**config.mk**
```make
export PLATFORM = sky130hd
export DESIGN_NAME = sdram_refresh_timer
export DESIGN_NICKNAME = d
export VERILOG_FILES = /design/src/rtl/srt_pkg.sv /design/src/rtl/srt_regs.sv /design/src/rtl/srt_prescaler.sv /design/src/rtl/srt_interval.sv /design/src/rtl/srt_pending.sv /design/src/rtl/sdram_refresh_timer.sv
export SDC_FILE = /design/constraint.sdc
export NUM_CORES = 1
export LEC_CHECK = 0
export ABC_AREA = 1
export CORE_ASPECT_RATIO = 1.1
export CORE_MARGIN = 2
export CORE_UTILIZATION = 55
export CTS_BUF_LIST = sky130_fd_sc_hd__clkbuf_8 sky130_fd_sc_hd__clkbuf_16
export CTS_CLUSTER_DIAMETER = 120
export CTS_CLUSTER_SIZE = 20
export DETAILED_ROUTE_END_ITERATION = 10
export GPL_TIMING_DRIVEN = 0
export PLACE_DENSITY = 0.86
export RECOVER_POWER = 100
export SLEW_MARGIN = 20
export SYNTH_ARGS = -nofsm -noshare
export SYNTH_HDL_FRONTEND = slang
export SYNTH_HIERARCHICAL = 1
export SYNTH_SLANG_ARGS = --single-unit
```
**constraint.sdc**
```tcl
create_clock -name clk -period 8 [get_ports clk]
set_input_delay 1.6 -clock clk [delete_from_list [all_inputs] [get_ports clk]]
set_output_delay 1.6 -clock clk [all_outputs]
set_load 0.02 [all_outputs]
```
**src/rtl/srt_pkg.sv**
```systemverilog
package srt_pkg;
   localparam logic [15:0] WR_KEY = 16'hA55A;
   localparam int CTRL_W = 8;

   typedef struct packed {
      logic       self_mode;
      logic       enable;
      logic [2:0] repeat_m1;
      logic [2:0] clk_sel;
   } ctrl_t;
endpackage

```
**src/rtl/srt_regs.sv**
```systemverilog
module srt_regs
   import srt_pkg::*;
#(
   parameter int CNT_W = 8
) (
   input  logic             clk,
   input  logic             rst_n,
   input  logic             wr,
   input  logic             sel,
   input  logic [31:0]      wdata,
   output ctrl_t            ctrl,
   output logic [CNT_W-1:0] tconst
);
   if (CNT_W < 2 || CNT_W > 16) begin : g_bad_cnt_w
      $error("srt_regs: CNT_W must be within 2..16");
   end

   logic key_ok;
   assign key_ok = (wdata[31:16] == WR_KEY);

   always_ff @(posedge clk or negedge rst_n) begin
      if (!rst_n) begin
         ctrl   <= '0;
         tconst <= '0;
      end else if (wr && key_ok) begin
         if (sel) tconst <= wdata[CNT_W-1:0];
         else     ctrl   <= ctrl_t'(wdata[CTRL_W-1:0]);
      end
   end


   bad_key_ignored_chk: assert property (@(posedge clk) disable iff (!rst_n)
      (wr && !key_ok) |=> ($stable(ctrl) && $stable(tconst)));
endmodule

```
**src/rtl/srt_prescaler.sv**
```systemverilog
module srt_prescaler #(
   parameter int PRE_W     = 12,
   parameter bit TICK_FLOP = 1'b0
) (
   input  logic       clk,
   input  logic       rst_n,
   input  logic       active,
   input  logic [2:0] clk_sel,
   output logic       tick
);
   if (PRE_W < 12) begin : g_bad_pre_w
      $error("srt_prescaler: PRE_W must be at least 12");
   end

   logic [PRE_W-1:0] pre;
   logic [PRE_W-1:0] mask;
   logic [3:0]       shamt;
   logic             raw_tick;

   always_comb begin
      shamt    = (clk_sel == 3'd7) ? 4'd12 : {clk_sel, 1'b0};
      mask     = (PRE_W'(1) << shamt) - PRE_W'(1);
      raw_tick = active && (clk_sel != 3'd0) && ((pre & mask) == mask);
   end

   always_ff @(posedge clk or negedge rst_n) begin
      if (!rst_n)       pre <= '0;
      else if (!active) pre <= '0;
      else              pre <= pre + PRE_W'(1);
   end

   if (TICK_FLOP) begin : g_flop_tick
      logic tick_q;
      always_ff @(posedge clk or negedge rst_n) begin
         if (!rst_n) tick_q <= 1'b0;
         else        tick_q <= raw_tick;
      end
      assign tick = tick_q && active;
   end else begin : g_comb_tick
      assign tick = raw_tick;
   end


   idle_prescaler_chk: assert property (@(posedge clk) disable iff (!rst_n)
      !active |=> (pre == '0));

   no_back_to_back_tick_chk: assert property (@(posedge clk) disable iff (!rst_n)
      tick |=> (!tick || !$stable(clk_sel)));
endmodule

```
**src/rtl/srt_interval.sv**
```systemverilog
module srt_interval #(
   parameter int CNT_W = 8
) (
   input  logic             clk,
   input  logic             rst_n,
   input  logic             active,
   input  logic             tick,
   input  logic [CNT_W-1:0] tconst,
   output logic [CNT_W-1:0] cnt,
   output logic             match
);
   logic [CNT_W-1:0] cnt_inc;

   assign cnt_inc = cnt + CNT_W'(1);
   assign match   = tick && (cnt_inc == tconst);

   always_ff @(posedge clk or negedge rst_n) begin
      if (!rst_n)       cnt <= '0;
      else if (!active) cnt <= '0;
      else if (match)   cnt <= '0;
      else if (tick)    cnt <= cnt_inc;
   end


   clear_on_match_chk: assert property (@(posedge clk) disable iff (!rst_n)
      match |=> (cnt == '0));

   hold_without_tick_chk: assert property (@(posedge clk) disable iff (!rst_n)
      (active && !tick) |=> $stable(cnt));
endmodule

```
**src/rtl/srt_pending.sv**
```systemverilog
module srt_pending #(
   parameter int PEND_W = 6
) (
   input  logic              clk,
   input  logic              rst_n,
   input  logic              active,
   input  logic              match,
   input  logic [2:0]        repeat_m1,
   input  logic              ack,
   output logic [PEND_W-1:0] pend
);
   if (PEND_W < 4 || PEND_W > 16) begin : g_bad_pend_w
      $error("srt_pending: PEND_W must be within 4..16");
   end

   localparam int SUM_W = PEND_W + 2;
   localparam logic [SUM_W-1:0] PMAX = SUM_W'((1 << PEND_W) - 1);

   logic [SUM_W-1:0] add_amt;
   logic [SUM_W-1:0] sum;
   logic             take;

   always_comb begin
      add_amt = match ? (SUM_W'(repeat_m1) + SUM_W'(1)) : '0;
      take    = ack && (pend != '0);
      sum     = SUM_W'(pend) + add_amt - SUM_W'(take);
   end

   always_ff @(posedge clk or negedge rst_n) begin
      if (!rst_n)         pend <= '0;
      else if (!active)   pend <= '0;
      else if (sum > PMAX) pend <= PMAX[PEND_W-1:0];
      else                pend <= sum[PEND_W-1:0];
   end


   idle_pending_chk: assert property (@(posedge clk) disable iff (!rst_n)
      !active |=> (pend == '0));

   ack_decrement_chk: assert property (@(posedge clk) disable iff (!rst_n)
      (active && ack && (pend != '0) && !match) |=> (pend == $past(pend) - PEND_W'(1)));

   ack_at_zero_chk: assert property (@(posedge clk) disable iff (!rst_n)
      (ack && (pend == '0) && !match) |=> (pend == '0));
endmodule

```
**src/rtl/sdram_refresh_timer.sv**
```systemverilog
module sdram_refresh_timer
   import srt_pkg::*;
#(
   parameter int CNT_W     = 8,
   parameter int PEND_W    = 6,
   parameter int PRE_W     = 12,
   parameter bit TICK_FLOP = 1'b0
) (
   input  logic              clk,
   input  logic              rst_n,
   input  logic              cfg_wr,
   input  logic              cfg_sel,
   input  logic [31:0]       cfg_wdata,
   input  logic              refresh_ack,
   output logic              refresh_req,
   output logic [PEND_W-1:0] pending_cnt,
   output logic [CNT_W-1:0]  timer_cnt,
   output logic [7:0]        ctrl_rd,
   output logic [CNT_W-1:0]  const_rd
);
   ctrl_t            ctrl;
   logic [CNT_W-1:0] tconst;
   logic             active;
   logic             tick;
   logic             match;

   srt_regs #(.CNT_W(CNT_W)) u_regs (
      .clk(clk), .rst_n(rst_n), .wr(cfg_wr), .sel(cfg_sel),
      .wdata(cfg_wdata), .ctrl(ctrl), .tconst(tconst)
   );

   assign active = ctrl.enable && !ctrl.self_mode;

   srt_prescaler #(.PRE_W(PRE_W), .TICK_FLOP(TICK_FLOP)) u_pre (
      .clk(clk), .rst_n(rst_n), .active(active),
      .clk_sel(ctrl.clk_sel), .tick(tick)
   );

   srt_interval #(.CNT_W(CNT_W)) u_int (
      .clk(clk), .rst_n(rst_n), .active(active), .tick(tick),
      .tconst(tconst), .cnt(timer_cnt), .match(match)
   );

   srt_pending #(.PEND_W(PEND_W)) u_pend (
      .clk(clk), .rst_n(rst_n), .active(active), .match(match),
      .repeat_m1(ctrl.repeat_m1), .ack(refresh_ack), .pend(pending_cnt)
   );

   assign refresh_req = (pending_cnt != '0);
   assign ctrl_rd     = ctrl;
   assign const_rd    = tconst;


   req_follows_pending_chk: assert property (@(posedge clk) disable iff (!rst_n)
      (refresh_req && !refresh_ack && active) |=> (refresh_req || !active));
endmodule

```
* Word-level counts from Yosys, hierarchy flattened
Index checks and enable logic that the tools add are counted. W data, S select, Z words.
Word-level totals: output and inout bits 31, register bits 42
Operators by class: shift operators 1, muxes and demuxes 8, reductions and logical operators 11, equality and inequality tests 5, order comparisons 1, bitwise gates (word level) 2, $add $sub $neg 6
Operators by type and width (count):
- $mux W8 | 4
- $eq A16 B16 Y1 const B | 1
- $add A12 B1 Y12 const B | 1
- $and A12 B12 Y12 | 1
- $eq A12 B12 Y1 | 1
- $mux W12 | 1
- $mux W6 | 2
- $shl A1 B4 Y12 const A | 1
- $sub A12 B2 Y12 const B | 1
- $add A6 B8 Y8 | 1
- $add A8 B1 Y8 const B | 1
- $eq A8 B8 Y1 | 1
- $gt A8 B6 Y1 const B | 1
- $sub A8 B1 Y8 | 1
- $logic_and A1 B1 Y1 | 6
- $reduce_bool A6 Y1 | 1
- $add A3 B1 Y4 const B | 1
- $mux W4 | 1
- $reduce_and A2 Y1 | 2
- $eq A3 B3 Y1 const B | 1
- $ne A3 B2 Y1 const B | 1
- $reduce_bool A3 Y1 | 1
- $logic_not A1 Y1 | 1
- $not A1 Y1 | 1

* Logic depth before layout (Yosys ltp)
Gate-level depths: netlist of the first run.
word-level depth 14, gate-level depth with buffers 28, depth with buffers taken out 27

* Modules after synthesis
The synthesis of the first run kept the hierarchy.
Modules (own cells, without submodules):
- srt_regs | times used 1, cells an instance 101, area an instance 867.1 um2, seq. area each 400.4 um2
- srt_pending | times used 1, cells an instance 102, area an instance 735.7 um2, seq. area each 150.1 um2
- srt_interval | times used 1, cells an instance 122, area an instance 729.4 um2, seq. area each 200.2 um2
- srt_prescaler | times used 1, cells an instance 97, area an instance 716.9 um2, seq. area each 300.3 um2
- sdram_refresh_timer | times used 1, cells an instance 6, area an instance 23.8 um2, seq. area each 0.0 um2

* Worst setup path before layout of the first run
Ideal clock, no wire load.
path type reg2reg, start point register, netlist name u_regs/ctrl[6], end point register u_pend.pend[3], arrival time 3589 ps, setup slack 4295 ps, buffers on the path 1, setup time 116 ps, cell stages (with the launch flop) 29, cell sequence dfrtp_1 -> inv_1 -> nor2_1 -> clkbuf_8 -> inv_1 -> nor2_1 -> nand4_1 -> nor2_1 -> inv_1 -> nor2_1 -> nand3_1 -> nor2_1 -> nand3_2 -> nor2_4 -> nand2_4 -> inv_2 -> nand2_1 -> ha_1 -> inv_1 -> ha_1 -> fa_1 -> nand2_2 -> nand2_2 -> nand3_2 -> nand2_2 -> nand2_4 -> nand3_2 -> nor2_1 -> nor2_1
On the way: longest elaborated chain between the ends 10
Ends and longest elaborated chain:
- $logic_and A1 B1 Y1 (*) | line sdram_refresh_timer.sv:32 | assign active = ctrl.enable && !ctrl.self_mode;
- net active | line sdram_refresh_timer.sv:23 | logic active;
- $logic_and A1 B1 Y1 (*) (2 in series) | line srt_prescaler.sv:23 | raw_tick = active && (clk_sel != 3'd0) && ((pre & mask) == mask);
- net tick | line sdram_refresh_timer.sv:24 | logic tick;
- $logic_and A1 B1 Y1 (*) | line srt_interval.sv:15 | assign match = tick && (cnt_inc == tconst);
- net match | line sdram_refresh_timer.sv:25 | logic match;
- $mux W8 (*) | line srt_pending.sv:24 | add_amt = match ? (SUM_W'(repeat_m1) + SUM_W'(1)) : '0;
- $add A6 B8 Y8 (*) | line srt_pending.sv:26 | sum = SUM_W'(pend) + add_amt - SUM_W'(take);
- $sub A8 B1 Y8 (*) | line srt_pending.sv:26
- $gt A8 B6 Y1 | line srt_pending.sv:32 | else if (sum > PMAX) pend <= PMAX[PEND_W-1:0];
- $mux W6 (*) | line srt_pending.sv:32
- $mux W6 (*) | line srt_pending.sv:31 | else if (!active) pend <= '0;
- end signal: assignment | line srt_pending.sv:32
- end signal: assignment | line srt_pending.sv:33 | else pend <= sum[PEND_W-1:0];
- end: declaration | line srt_pending.sv:10 | output logic [PEND_W-1:0] pend
The timed path passes the listed nets; every way through them passes the cells marked *. A chain may end at the register's enable or synchronous reset.

* Worst setup path in the final report of the first run
start point register, netlist name u_regs/ctrl[7], end point register u_pend.pend[5]
On the way: longest elaborated chain between the ends 11
Ends and longest elaborated chain (line):
- $logic_not A1 Y1 (*) | sdram_refresh_timer.sv:32
- $logic_and A1 B1 Y1 (*) | sdram_refresh_timer.sv:32
- net active | sdram_refresh_timer.sv:23
- $logic_and A1 B1 Y1 (*) (2 in series) | srt_prescaler.sv:23
- net tick | sdram_refresh_timer.sv:24
- $logic_and A1 B1 Y1 (*) | srt_interval.sv:15
- net match | sdram_refresh_timer.sv:25
- $mux W8 (*) | srt_pending.sv:24
- $add A6 B8 Y8 (*) | srt_pending.sv:26
- $sub A8 B1 Y8 (*) | srt_pending.sv:26
- $gt A8 B6 Y1 | srt_pending.sv:32
- $mux W6 (*) | srt_pending.sv:32
- $mux W6 (*) | srt_pending.sv:31
Marks and branches as above.

==> results of run 1 <==
## per-layer routing
metal / vias to the layer above / share of wire (%) / track usage (%)
met2: 71 / 50 / 42.1
met1: 1340 / 44 / 30.2
met3: 10 / 4.6 / 5.22
li1: 1478 / - / -
met5: - / 0 / 0
met4: 0 / 1.4 / 8.25
## report_power, final
group	internal [mW]	switching, mW
combinational	0.0137	0.0111
clock	0.0577	0.0717
sequential	0.212	0.0000198
## state kept, by name, indices dropped and copies added (netlist names)
name           count
u_regs/ctrl        8
u_pend/pend        6
u_int/cnt          8
u_pre/pre         12
u_regs/tconst      8
## worst min-delay path by stage
stage                                 endpoint                  startpoint  cells past startpoint  slack [ns]
CTS                 u_regs/ctrl[6]$_DFFE_PN0P_  u_regs/ctrl[6]$_DFFE_PN0P_                      2        0.53
global route        u_regs/ctrl[6]$_DFFE_PN0P_  u_regs/ctrl[6]$_DFFE_PN0P_                      2        0.56
floorplan               u_pre/pre[8]$_DFF_PN0_      u_pre/pre[8]$_DFF_PN0_                      2        0.48
detailed placement  u_regs/ctrl[6]$_DFFE_PN0P_  u_regs/ctrl[6]$_DFFE_PN0P_                      2        0.51
finish              u_regs/ctrl[6]$_DFFE_PN0P_  u_regs/ctrl[6]$_DFFE_PN0P_                      2        0.53
global placement    u_regs/ctrl[6]$_DFFE_PN0P_  u_regs/ctrl[6]$_DFFE_PN0P_                      2        0.50
## layout make-up
| cell class | count | area share [%] |
|---|---|---|
| Clock inverter | 2 | 0.200 |
| Clock buffer | 5 | 1.84 |
| Multi-Input combinational cell | 308 | 43.3 |
| Buffer | 4 | 1.10 |
| Timing Repair Buffer | 59 | 15.4 |
| Inverter | 74 | 7.55 |
| Tap cell | 75 | 2.51 |
| Sequential cell | 42 | 28.1 |
## cells in the final DEF (no fill, tap or decap), types with 6 or more instances in the layout
cell type,netlist,routed
nand2_2,11,10
inv_1,68,71
clkdlybuf4s50_1,0,25
nand3_1,27,29
nand2_1,135,138
dfrtp_1,42,42
a21oi_1,8,8
nor2_4,8,8
nand4_1,23,25
dlygate4sd3_1,0,32
nor2_1,46,47
nand3_2,8,6
ha_1,14,14
## cells by family after synthesis
| group | share of synthesized area, % |
|---|---|
| AO/OA/AOI/OAI | 3.22 |
| XOR/XNOR | 1.14 |
| adder cells (fa/ha/maj) | 6.35 |
| buffers and inverters | 10.9 |
| flip-flops | 34.2 |
| AND/OR/NAND/NOR | 44.2 |
## worst max-delay path: stages, from the launching register on
cell and delay, ns:
dfrtp_1 0.41, nor2_1 0.46, clkbuf_1 0.41, inv_1 0.17
nor2_1 0.16, nand4_1 0.10, nor2_1 0.21, inv_1 0.06
nor2_1 0.11, nand3_1 0.09, nor2_1 0.13, nand3_2 0.10
nor2_4 0.10, nand2_1 0.21, inv_1 0.19, nand2_1 0.08
ha_1 0.27, inv_1 0.04, ha_1 0.21, fa_1 0.42
nand2_2 0.09, nand2_1 0.08, nand3_1 0.14, nand2_2 0.05
nand2_1 0.14, nand3_1 0.13, nor2_1 0.12, nor2_1 0.05
## per-stage QoR
step                setup slack (ns)  hold slack, ns
floorplan                       4.29           0.484
global placement                3.85           0.503
detailed placement              3.72           0.515
CTS                             3.69           0.534
global route                    2.64           0.557
finish                          3.16           0.529
==> summary.txt, run 1 <==
Layout
  • Multi-input gate area: 1620 um2
  • Final Instance Area: about 3700 um2
  • Fillers: 480
  • Utilization after layout: 69.4%
  • Final nets: around 550
  • Layout Cells excl Fill: 569
  • Area delta synth->final: 21.9%
  • Register area: 1050 um2
  • Antenna fix cells: 0
  • Layout cells sized above 1: 9.11%

Synth
  • Gate Count Post-Synth: 428
  • Post-synth EDFFs: 0
  • Most numerous cell in the Yosys netlist: nand2_1
  • Async set or reset register ratio after synthesis: 100%
  • Sequential share of the synthesized area: 34.2%
  • Post-synth top area cell: dfrtp_1
  • YS warnings: 6
  • Synth Register Bits: 42
  • Commonest register cell after synthesis: dfrtp_1
  • Syn Nets: 480
  • Ranking of synthesized cells by instance count: nand2_1, inv_1, nor2_1, dfrtp_1, nand3_1
  • Area share of the leading cell type in the synthesized netlist: 34.2%
  • Unique masters post-synth: 32
  • Syn Area/Cell: 7.18 um2
  • Top cells by area, synth: dfrtp_1, nand2_1, inv_1
  • Area of the mapped netlist: a little over 3000 um2

Floorplan
  • # rows: 28
  • Height of the die: 82.4 um
  • I/O pins: a little under 70
  • Initial Util: 57.0%
  • Chip width: 75.3 um
  • Floorplan core area: 5400 um2
  • Die area: a little over 6000 um2

Drt
  • Vias per cell: 5.09
  • Final wirelength: 6.82 mm
  • DRC viols: 0
  • DR vias: 2899
  • DR WL/cell: 12.0 um
  • Detail Route Antenna Nets: 0
  • Drt pass-1 iters: 4
  • Initial DRC Count: 209

Global routing
  • First-pass GRT wire length: 11.8 mm
  • GRT Overall Usage: 24.4%
  • Total gr overflow: 0
  • Largest net degree at the start of global routing: 33
  • Vias in the first global route: 2807
  • Initial antenna violation count: 0

Place
  • Routability congestion estimate: 0.845
  • Placed Cells incl. Taps: ~560
  • Detailed placer's ending HPWL: between 5 and 6 mm
  • Placed inst area: between 3000 and 4000 um2
  • Port bufs: 58

Worst setup path
  • CP Class: flip-flop to flip-flop
  • Crit-path max FO: 10
  • Critical Path Start: u_regs/ctrl[7]$_DFFE_PN0P_
  • Crit end category: flip-flop
  • Reg-to-reg slack, setup: roughly 3.2 ns
  • Reg2reg start: u_regs/ctrl[7]$_DFFE_PN0P_
  • Crit path to: u_pend/pend[5]$_DFF_PN0_
  • CP startpoint kind: flip-flop
  • Crit Reg-Reg Endpoint: u_pend/pend[5]$_DFF_PN0_
  • CP Data Arrival Time: 5.04 ns
  • Reg2reg path depth: 27
  • WP data required: 8.19 ns

Clock tree
  • Root buffer cell: clkbuf_8
  • TritonCTS clock tree: built
  • CTS Buf Count: 5
  • Worst-skew pair later-pin latency: 0.29 ns
  • H-tree levels: 2
  • TritonCTS Sinks: 42
  • Setup bufs post-CTS: 0
  • Clk buf depth: 2
  • Post-CTS resize count: 0
  • Worst-path clk slew: roughly 0.080 ns
  • # hold bufs at CTS: 0

STA
  • Tmin final: 4.84 ns
  • Worst slew pin tran: 1.70 ns
  • Final TNS setup: 0 ns
  • Final setup fails: 0
  • Post-route clock period utilization: 60.5%
  • Max Slew Vio Count: 33
  • RSZ-0062 raised after global routing: false
  • Clk_skew: between 0.004 and 0.005 ns
  • Max Fclk: a little over 200 MHz
  • Max_slew headroom: -13.2%
  • Fin. Hold Viols: 0

Outcome
  • Status: finished, violations left
  • Failing checks: capacitance limit, slew limit

Power and ir drop
  • P per Cell Area: 97.8 nW/um2
  • Overall Power: about 370 uW
  • Peak supply drop: ~0.000071 V
  • Leak pwr: 2.01 nW

Min path
  • Worst min path class: flip-flop to flip-flop

Job
  • Max capacitance violation total: 1
(Power assumes the default switching activity.)
==> run 2: changes to the inputs <==
--- a/config.mk
+++ b/config.mk
@@ -8,13 +8,13 @@
 export ABC_AREA = 1
 export CORE_ASPECT_RATIO = 1.1
 export CORE_MARGIN = 2
-export CORE_UTILIZATION = 55
+export CORE_UTILIZATION = 46
 export CTS_BUF_LIST = sky130_fd_sc_hd__clkbuf_8 sky130_fd_sc_hd__clkbuf_16
 export CTS_CLUSTER_DIAMETER = 120
 export CTS_CLUSTER_SIZE = 20
 export DETAILED_ROUTE_END_ITERATION = 10
 export GPL_TIMING_DRIVEN = 0
-export PLACE_DENSITY = 0.86
+export PLACE_DENSITY = 0.77
 export RECOVER_POWER = 100
 export SLEW_MARGIN = 20
 export SYNTH_ARGS = -nofsm -noshare
==> constraint.sdc (replaced) <==
create_clock -name clk -period 4 [get_ports clk]
set_input_delay 0.8 -clock clk [delete_from_list [all_inputs] [get_ports clk]]
set_output_delay 0.8 -clock clk [all_outputs]
set_load 0.02 [all_outputs]
==> summary.txt, run 2 (synthesized netlist as in run 1, its figures left out) <==
Job
  • Max capacitance violation total: 0

Worst setup path
  • Crit-path max FO: 10
  • CP startpoint kind: flip-flop
  • Crit path top cell by count: nor2_1
  • Crit end category: flip-flop
  • CP max stage delay: between 0.3 and 0.4 ns
  • WP data required: 4.19 ns
  • Delay-heaviest family, CP: simple AND/OR/NAND/NOR gates
  • CP bufs+invs: 6
  • Crit-path slowest cell: fa_2
  • CP Data Arrival Time: a little under 4 ns
  • CP Class: flip-flop to flip-flop

Drt
  • Final wirelength: 6.93 mm
  • DR vias: 2909
  • DRC viols: 0
  • DR WL/cell: 11.9 um
  • Detail Route Antenna Nets: 0
  • Drt pass-1 iters: 5
  • Vias per cell: around 5.0
  • Initial DRC Count: about 100

STA
  • Final TNS setup: 0 ns
  • Fin. Hold Viols: 0
  • Post-route clock period utilization: approximately 92%
  • Worst slew pin tran: 1.17 ns
  • Max Fclk: 271 MHz
  • Max Slew Vio Count: 0
  • Clk_skew: 0.00340 ns
  • Final setup fails: 0
  • Tmin final: about 3.7 ns
  • Max_slew headroom: 21.9%

Floorplan
  • Height of the die: 89.7 um
  • Floorplan core area: approximately 6500 um2
  • Initial Util: approximately 47%
  • # rows: 31
  • Die area: 7350 um2
  • Chip width: 81.9 um
  • I/O pins: slightly below 70

Clock tree
  • TritonCTS clock tree: built
  • Clk buf depth: 2
  • H-tree levels: 2
  • CTS Buf Count: 5
  • TritonCTS Sinks: 42
  • Worst-path clk slew: 0.08 ns
  • Worst-skew pair later-pin latency: a little under 0.3 ns
  • Root buffer cell: clkbuf_8

Layout
  • Antenna fix cells: 0
  • Fillers: approximately 600
  • Layout Cells excl Fill: 580
  • Most frequent cells in the layout: nand2_1, inv_1, nor2_1, dfrtp_1, dlygate4sd3_1
  • Largest register FFs: 12
  • Area delta synth->final: 25.1%
  • Largest Register: u_pre/pre
  • Final nets: 549
  • Leading cell type in the layout, fill and taps excluded: nand2_1
  • Layout cells sized above 1: 11.2%

Place
  • Port bufs: 58
  • Placed Cells incl. Taps: 569
  • Routability congestion estimate: 0.861
  • Detailed placer's ending HPWL: between 5 and 6 mm

Outcome
  • Status: finished clean

Power and ir drop
  • P per Cell Area: 210 nW/um2
  • Leak pwr: 2.04 nW
  • Peak supply drop: 0.000133 V

Global routing
  • Initial antenna violation count: 0
  • Total gr overflow: 0
  • GRT Overall Usage: 20.2%
  • Largest net degree at the start of global routing: 23
  • First-pass GRT wire length: around 12 mm
  • Vias in the first global route: approximately 2800

Min path
  • Worst min path class: flip-flop to flip-flop
-- run 2: cell count changes in the layout (fill, tap and decap cells not counted), sizes merged --
| cell | previous run | this run |
|---|---|---|
| clkinv | 1 | 4 |
| inv | 75 | 72 |
| buf | 3 | 5 |
| clkdlybuf4s50 | 25 | 27 |
| dlygate4sd3 | 32 | 30 |
| bufinv | 0 | 1 |
| clkbuf | 8 | 9 |
-- run 2: where the power goes --
part | leakage [nW] | internal [mW] | switching, mW
registers | 0.587 | 0.424 | 0.0000397
logic | 1.40 | 0.0272 | 0.0229
clock network | 0.0579 | 0.184 | 0.149
total | 2.04 | 0.635 | 0.172
-- run 2: worst register-to-register path: cells and delay by family, from the launching register on --
kind	cells	cell delay [ns]
AND/OR/NAND/NOR	19	1.86
adder cells (fa/ha/maj)	3	0.86
buffers and inverters	6	0.51
flip-flops	1	0.35
-- run 2: per-layer routing --
metal	part of all wire [%]	GRT usage (%)	routed length, um	vias up
li1	-	-	-	1479
met1	43	25.0	3010	1344
met3	4.3	3.82	301	14
met5	0	0	0	-
met4	2.3	7.64	157	0
met2	50	34.0	3460	72
-- run 2: area by class of cell --
type	count	area [um2]	area share, %
Clock buffer	5	68.8	1.79
Buffer	4	43.8	1.14
Inverter	74	283	7.35
Sequential cell	42	1050	27.3
Timing Repair Buffer	62	601	15.6
Clock inverter	3	40.0	1.04
Multi-Input combinational cell	308	1660	43.1
Tap cell	82	103	2.67
-- run 2: stage by stage --
step	hold WS, ns	util [%]	worst slack (ns)	area, um2	power (mW)
2_1_floorplan	0.484	-	0.295	3070	0.446
3_3_place_gp	0.518	57.6	-0.210	3760	0.485
3_5_place_dp	0.509	58.0	-0.287	3780	0.488
4_1_cts	0.485	59.9	0.124	3900	0.826
5_1_grt	0.535	59.0	-0.0170	3840	0.840
6_report	0.500	59.0	0.309	3840	0.807
-- run 2: what timing repair did --
action,4_1_cts,5_1_grt
setup buffers,1,2
resized for setup,2,2
hold buffers,0,0
endpoints found under the setup margin,6,6
hold endpoints to repair,0,0
pin swaps,1,0
-- run 2: final timing paths --
kind | startpoint | end | slack, ns | depth (start not counted)
setup / recovery | u_regs/ctrl[6]$_DFFE_PN0P_ | u_pend/pend[3]$_DFF_PN0_ | 0.31 | 28
hold / removal | u_pre/pre[0]$_DFF_PN0_ | u_pre/pre[0]$_DFF_PN0_ | 0.50 | 1
setup reg to reg | u_regs/ctrl[6]$_DFFE_PN0P_ | u_pend/pend[3]$_DFF_PN0_ | 0.31 | 28
hold reg to reg | u_pre/pre[0]$_DFF_PN0_ | u_pre/pre[0]$_DFF_PN0_ | 0.50 | 1
max in group asynchronous | rst_n | u_int/cnt[5]$_DFFE_PN0P_ | 1.68 | 2
min in group asynchronous | rst_n | u_pre/pre[1]$_DFF_PN0_ | 0.70 | 1
==> run 3: changes to the inputs <==
--- a/config.mk
+++ b/config.mk
@@ -8,13 +8,13 @@
 export ABC_AREA = 1
 export CORE_ASPECT_RATIO = 1.1
 export CORE_MARGIN = 2
-export CORE_UTILIZATION = 46
+export CORE_UTILIZATION = 51
 export CTS_BUF_LIST = sky130_fd_sc_hd__clkbuf_8 sky130_fd_sc_hd__clkbuf_16
 export CTS_CLUSTER_DIAMETER = 120
 export CTS_CLUSTER_SIZE = 20
 export DETAILED_ROUTE_END_ITERATION = 10
 export GPL_TIMING_DRIVEN = 0
-export PLACE_DENSITY = 0.77
+export PLACE_DENSITY = 0.82
 export RECOVER_POWER = 100
 export SLEW_MARGIN = 20
 export SYNTH_ARGS = -nofsm -noshare
==> constraint.sdc (replaced) <==
create_clock -name clk -period 4.09 [get_ports clk]
set_input_delay 0.818 -clock clk [delete_from_list [all_inputs] [get_ports clk]]
set_output_delay 0.818 -clock clk [all_outputs]
set_load 0.02 [all_outputs]
==> summary.txt, run 3 (synthesized netlist as in run 1, its figures left out) <==
Outcome
  • Status: finished, violations left
  • Failing checks: capacitance limit, slew limit

Floorplan
  • # rows: 29
  • Height of the die: roughly 85 um
  • I/O pins: 68
  • Floorplan core area: 5810 um2
  • Initial Util: 52.9%
  • Chip width: 78.0 um
  • Die area: approximately 6700 um2

Global routing
  • GRT Overall Usage: about a fifth
  • Initial antenna violation count: 0
  • Largest net degree at the start of global routing: 33
  • Total gr overflow: 0
  • First-pass GRT wire length: ~11 mm
  • Vias in the first global route: 2641

Worst setup path
  • Crit-path slowest cell: dfrtp_1
  • CP startpoint kind: flip-flop
  • Reg-to-reg slack, setup: approximately 0.27 ns
  • Reg2reg start: u_regs/ctrl[6]$_DFFE_PN0P_
  • Crit-path max FO: 10
  • Crit end category: flip-flop
  • Delay-heaviest family, CP: simple AND/OR/NAND/NOR gates
  • CP max stage delay: 0.38 ns
  • CP bufs+invs: 6
  • CP Class: flip-flop to flip-flop
  • Crit Reg-Reg Endpoint: u_pend/pend[5]$_DFF_PN0_
  • CP Data Arrival Time: 4.02 ns
  • Reg2reg path depth: 28
  • WP data required: 4.29 ns

Layout
  • Utilization after layout: 67.2%
  • Register area: 1050 um2
  • Area delta synth->final: 27.0%
  • Antenna fix cells: 0
  • Largest register FFs: 12
  • Final Instance Area: 3900 um2
  • Fillers: between 500 and 600
  • Final nets: 550
  • Largest Register: u_pre/pre
  • Multi-input gate area: 1700 um2
  • Most frequent cells in the layout: nand2_1, inv_1, clkdlybuf4s50_1, nor2_1, dfrtp_1
  • Leading cell type in the layout, fill and taps excluded: nand2_1
  • Layout cells sized above 1: 13.4%

Power and ir drop
  • Leak pwr: 1.97 nW
  • Peak supply drop: roughly 0.00019 V
  • P per Cell Area: a little over 200 nW/um2

STA
  • Final setup fails: 0
  • Tmin final: approximately 3.8 ns
  • Final TNS setup: 0 ns
  • Max_slew headroom: -13.3%
  • Clk_skew: 0.00898 ns
  • Final worst slack: approximately 0.27 ns
  • Hold Worst Slack: 0.486 ns
  • Max Fclk: roughly 260 MHz
  • Max Slew Vio Count: 33
  • Fin. Hold Viols: 0
  • Post-route clock period utilization: 93.5%
  • Worst slew pin tran: 1.70 ns

Clock tree
  • Worst-path clk slew: 0.09 ns
  • TritonCTS clock tree: built
  • TritonCTS Sinks: 42
  • Worst-skew pair later-pin latency: 0.30 ns
  • CTS Buf Count: 5
  • H-tree levels: 2
  • Clk buf depth: 2
  • Root buffer cell: clkbuf_8

Place
  • Placed inst area: about 3800 um2
  • Routability congestion estimate: 0.854
  • Pre-CTS WS: -0.204 ns
  • Detailed placer's ending HPWL: 5.51 mm
  • Port bufs: 58

Drt
  • Top Metal Used: met4
  • WL met2: 3.61 mm
  • Detail Route Antenna Nets: 0
  • Initial DRC Count: 137
  • DR vias: around 2900
  • Met1 Routed Length: 3.08 mm
  • Final wirelength: ~7 mm
  • DR WL/cell: 12.2 um
  • DRC viols: 0
  • Vias per cell: 4.99
  • Drt pass-1 iters: 6
  • Met3 wire length: 263 um

Min path
  • Worst min path class: input pin to asynchronous set/reset pin

Job
  • Max capacitance violation total: 1
==> run 3: layout make-up <==
cell class                      instances  area share, %
Buffer                                  4           1.31
Clock buffer                            5           1.76
Clock inverter                          3           1.03
Inverter                               74           7.25
Multi-Input combinational cell        308           43.6
Sequential cell                        42           26.9
Tap cell                               77           2.47
Timing Repair Buffer                   63           15.6
==> run 3: through the flow <==
| stage | std cells | total power, mW |
|---|---|---|
| 3_3_place_gp | 563 | 0.474 |
| 6_report | 576 | 0.794 |
| 4_1_cts | 572 | 0.803 |
| 3_5_place_dp | 564 | 0.477 |
| 2_1_floorplan | 428 | 0.437 |
| 5_1_grt | 576 | 0.819 |
==> run 3: routing by layer <==
metal | up-vias | track usage (%)
met5 | - | 0
met4 | 0 | 7.02
met3 | 9 | 3.72
met2 | 71 | 38.1
met1 | 1319 | 26.0
li1 | 1475 | -
==> run 3: worst max-delay path by stage <==
stage	startpoint	to	slack, ns	cells after the start
global placement	u_regs/ctrl[7]$_DFFE_PN0P_	u_pend/pend[3]$_DFF_PN0_	-0.09	27
floorplan	u_regs/ctrl[6]$_DFFE_PN0P_	u_pend/pend[3]$_DFF_PN0_	0.38	28
finish	u_regs/ctrl[6]$_DFFE_PN0P_	u_pend/pend[5]$_DFF_PN0_	0.27	28
global route	u_regs/ctrl[6]$_DFFE_PN0P_	u_pend/pend[3]$_DFF_PN0_	-0.02	28
CTS	u_regs/ctrl[6]$_DFFE_PN0P_	u_pend/pend[5]$_DFF_PN0_	0.06	28
detailed placement	u_regs/ctrl[6]$_DFFE_PN0P_	u_pend/pend[5]$_DFF_PN0_	-0.20	28
==> run 3: timing repair <==
| item | 4_1_cts | 5_1_grt |
|---|---|---|
| gates resized for setup | 2 | 3 |
| hold buffers | 0 | 0 |
| buffers inserted | 0 | 4 |
| setup endpoints to repair | 6 | 6 |
| pin swaps | 0 | 2 |
==> run 3: power breakdown <==
group / total, mW / internal, mW / switching, mW
clock: 0.329 / 0.180 / 0.149
combinational: 0.0502 / 0.0271 / 0.0231
sequential: 0.415 / 0.415 / 0.0000408
